===== src/rtl/tern_pkg.sv =====
package tern_pkg;

  localparam int RAILS = 2;

  typedef logic [RAILS-1:0] tpair_t;

  typedef enum logic [1:0] {
    GK_AND  = 2'd0,
    GK_OR   = 2'd1,
    GK_NAND = 2'd2,
    GK_NOR  = 2'd3
  } gate_kind_e;

  localparam tpair_t T_ZERO = '0;
  localparam tpair_t T_ONE  = '1;

  function automatic logic is_zero(input tpair_t p);
    return (p == T_ZERO);
  endfunction

  function automatic logic is_one(input tpair_t p);
    return (p == T_ONE);
  endfunction

  function automatic tpair_t rail_inv(input tpair_t p);
    return ~p;
  endfunction

  // High rail drops only on a controlling zero; low rail rises only when both are one.
  function automatic tpair_t tern_and(input tpair_t a, input tpair_t b);
    tpair_t r;
    r[1] = ~(is_zero(a) | is_zero(b));
    r[0] = is_one(a) & is_one(b);
    return r;
  endfunction

  // High rail rises on any controlling one; low rail drops only when both are zero.
  function automatic tpair_t tern_or(input tpair_t a, input tpair_t b);
    tpair_t r;
    r[1] = is_one(a) | is_one(b);
    r[0] = ~(is_zero(a) & is_zero(b));
    return r;
  endfunction

endpackage


===== src/rtl/tern_encode.sv =====
module tern_encode
  import tern_pkg::*;
(
  input  logic   bit_i,
  output tpair_t pair_o
);
  assign pair_o = {RAILS{bit_i}};
endmodule


===== src/rtl/tern_not.sv =====
module tern_not
  import tern_pkg::*;
(
  input  tpair_t a_i,
  output tpair_t y_o
);
  assign y_o = rail_inv(a_i);
endmodule


===== src/rtl/tern_gate2.sv =====
module tern_gate2
  import tern_pkg::*;
#(
  parameter gate_kind_e KIND = GK_AND
) (
  input  tpair_t a_i,
  input  tpair_t b_i,
  output tpair_t y_o
);
  localparam bit USE_AND = (KIND == GK_AND) || (KIND == GK_NAND);
  localparam bit INVERT  = (KIND == GK_NAND) || (KIND == GK_NOR);

  tpair_t core;

  generate
    if (USE_AND) begin : g_and_core
      assign core = tern_and(a_i, b_i);
    end else begin : g_or_core
      assign core = tern_or(a_i, b_i);
    end

    if (INVERT) begin : g_inv
      tern_not u_inv (.a_i(core), .y_o(y_o));
    end else begin : g_pass
      assign y_o = core;
    end
  endgenerate
endmodule


===== src/rtl/tern_decode.sv =====
module tern_decode
  import tern_pkg::*;
(
  input  tpair_t pair_i,
  output logic   unk_o,
  output logic   val_o
);
  assign unk_o = pair_i[1] ^ pair_i[0];
  assign val_o = pair_i[1] & ~unk_o;
endmodule


===== src/rtl/tern_gate_unit.sv =====
module tern_gate_unit
  import tern_pkg::*;
(
  input  logic [1:0] opa_i,
  input  logic [1:0] opb_i,
  input  logic       bin_i,
  input  logic [1:0] cls_i,
  output logic [1:0] enc_o,
  output logic [1:0] not_o,
  output logic [1:0] and_o,
  output logic [1:0] or_o,
  output logic [1:0] nand_o,
  output logic [1:0] nor_o,
  output logic       cls_unk_o,
  output logic       cls_val_o
);
  localparam int NKIND = 4;
  localparam gate_kind_e KINDS [NKIND] = '{GK_AND, GK_OR, GK_NAND, GK_NOR};

  tpair_t gate_y [NKIND];

  tern_encode u_enc (.bit_i(bin_i), .pair_o(enc_o));
  tern_not    u_not (.a_i(opa_i), .y_o(not_o));

  generate
    for (genvar k = 0; k < NKIND; k++) begin : g_gate
      tern_gate2 #(.KIND(KINDS[k])) u_g (
        .a_i(opa_i), .b_i(opb_i), .y_o(gate_y[k])
      );
    end
  endgenerate

  assign and_o  = gate_y[0];
  assign or_o   = gate_y[1];
  assign nand_o = gate_y[2];
  assign nor_o  = gate_y[3];

  tern_decode u_dec (.pair_i(cls_i), .unk_o(cls_unk_o), .val_o(cls_val_o));
endmodule


===== config.mk =====
export PLATFORM = sky130hd
export DESIGN_NAME = tern_gate_unit
export DESIGN_NICKNAME = d
export VERILOG_FILES = /design/src/rtl/tern_pkg.sv /design/src/rtl/tern_encode.sv /design/src/rtl/tern_not.sv /design/src/rtl/tern_gate2.sv /design/src/rtl/tern_decode.sv /design/src/rtl/tern_gate_unit.sv
export SDC_FILE = /design/constraint.sdc
export NUM_CORES = 1
export LEC_CHECK = 0
export BUFFER_PORTS_ARGS = -buffer_cell sky130_fd_sc_hd__buf_2
export CAP_MARGIN = 20
export CELL_PAD_IN_SITES_DETAIL_PLACEMENT = 0
export CELL_PAD_IN_SITES_GLOBAL_PLACEMENT = 1
export CORE_AREA = 10 10 47 49
export DETAILED_ROUTE_END_ITERATION = 8
export DIE_AREA = 0 0 57 59
export PLACE_DENSITY_LB_ADDON = 0.2
export SYNTH_ARGS = -nofsm -noshare
export SYNTH_HDL_FRONTEND = slang
export SYNTH_SLANG_ARGS = --single-unit

===== constraint.sdc =====
create_clock -name vclk -period 1.29
set_clock_uncertainty 0.15 [all_clocks]
set_input_delay 0.129 -clock vclk [all_inputs]
set_output_delay 0.129 -clock vclk [all_outputs]
set_load 0.05 [all_outputs]

==> results by group <==
Global route
  • Largest net degree at the start of global routing: 8
  • Antenna violations before repair: 0
  • Gr usage total: ~2.8%
  • First-pass GRT wire length: between 800 and 900 um
  • Vias in the first global route: ~160
  • Remaining global-route overflow: 0

Place
  • Gpl congestion: 0.732
  • Hpwl dp: around 520 um
  • PortBufs: 18

Finish
  • Ant diodes: 0
  • Commonest non-fill, non-tap cell in the layout: buf_2
  • Final net count: 43
  • Filler cells: 170
  • Sequential Area: 0 um^2
  • CLK BUF: 0
  • Ratio of cells with drive above 1 in the final layout: 78.8%
  • Most frequent cells in the layout: 17 x buf_2, 5 x buf_4, 2 x inv_1
  • Fin util: around 18%
  • Num sequential: 0
  • Area grow syn2layout: 125%

STA
  • Final Setup Violations: 0
  • RSZ-0062 raised after global routing: false
  • Hold_ws: 0.108 ns
  • Setup TNS: 0 ns
  • Final Hold Vio Count: 0
  • Min cycle time layout: 1.24 ns
  • Max-slew headroom: between 80 and 90%
  • Fmax: around 0.81 GHz
  • Fin crit share: between 90% and 100%
  • Least-Margin Pin Slew: between 0.2 and 0.3 ns
  • Fin. max-slew vios: 0

CTS
  • Hold_buf cts: 0
  • Post-CTS sizing: 0
  • Setup bufs post-CTS: 0

Detailed routing
  • Routed wire per std cell: around 12 um
  • DR iter-0 viols: 2
  • Pre-Repair DR Iteration Count: 4
  • DRC viols: 0
  • Remaining antenna violation count: 0
  • DR vias: about 180
  • Routed vias/inst: between 3 and 4
  • Drt total wl: around 570 um

Synth
  • Syn_nets: 23
  • Mapped Cells: 15
  • Synth Warn #: 0
  • Top post-synthesis cells by area: buf_4 13%, ha_1 11%, buf_6 10%, o22a_2 9.0%, a22o_1 7.9%
  • Register area share after synthesis: 0%
  • Syn Std Cell Area: approximately 110 um^2
  • Area leader, netlist: buf_4
  • Mean area per synthesized cell: between 7 and 8 um^2
  • Synth top area share: around 13%
  • Yosys cell types: 13

Floorplan
  • DIE AREA: ~3400 um^2
  • Die Span X: roughly 57 um
  • Io pins: 21
  • Die H: slightly below 60 um
  • Core box area: between 1000 and 1500 um^2
  • Initial Utilization: 7.95%
  • Cell Rows: 14

Power
  • Leakage power: 0.132 nW
  • Power after layout: about 0.15 mW
  • Pwr/cell area: around 600 nW/um^2
  • Max IR drop VDD: approximately 0.21 mV

Min path
  • Hold Path Class: input pin to output port

Setup path
  • WS Path Type: input pin to output port
  • Critical Path AT: ~0.96 ns
  • Required time worst endpoint: ~1 ns
  • CP Capture Type: output port
  • CP startpoint kind: input pin
  • Crit Path Max Fanout: 2

Outcome
  • Status: complete, no violations

Run
  • Max-cap violations: 0
per-layer routing:
metal  part of all wire (%)  track usage, %
met4                      0               0
met5                      0               0
met1                     40            3.31
met2                     44            4.19
met3                     16            1.93
cell usage after synthesis:
master and count:
or4_1 1, and4_1 1, a22oi_1 1, buf_4 2, clkbuf_1 1, nand4_1 1
o22a_2 1, a22o_1 1, o22ai_1 1, nor4_1 1, buf_6 1, inv_1 2
ha_1 1
power breakdown:
group          internal (mW)  switching, mW  total, mW
Clock                      0              0          0
Sequential                 0              0          0
Combinational         0.0411          0.110      0.151
Total                 0.0411          0.110      0.151
layout make-up:
class | instances | area, um^2 | area share, %
Timing Repair Buffer | 22 | 123 | 49.0
Multi-Input combinational cell | 9 | 100 | 40.0
Inverter | 2 | 7.51 | 3.00
Tap cell | 16 | 20.0 | 8.00
kinds of logic (layout without fill, tap and decap cells):
kind of cell,Yosys count,after routing,share of synthesized area (%)
and+or+nand+nor,4,4,25.9
AOI/OAI and AO/OA,4,4,29.2
buffers and inverters,6,24,33.7
adders and majority gates,1,1,11.2
path summary, 6_finish.rpt:
check	startpoint	end	slack, ns	cells after the start
max	opb_i[1]	or_o[0]	0.05	3
min	bin_i	enc_o[1]	0.11	0
worst max-delay path: stages:
cell	delay (ns)
buf_2	0.11
or4_1	0.52
buf_4	0.21
per-stage QoR:
| step | setup slack [ns] | area (um^2) | std cells |
|---|---|---|---|
| global placement | 0.0630 | 248 | 49 |
| CTS | 0.0373 | 248 | 49 |
| finish | 0.0531 | 250 | 49 |
| global route | 0.00873 | 250 | 49 |
| floorplan | 0.00924 | 138 | 15 |
| detailed placement | 0.0388 | 248 | 49 |
Power figures use the tool's default switching activity.
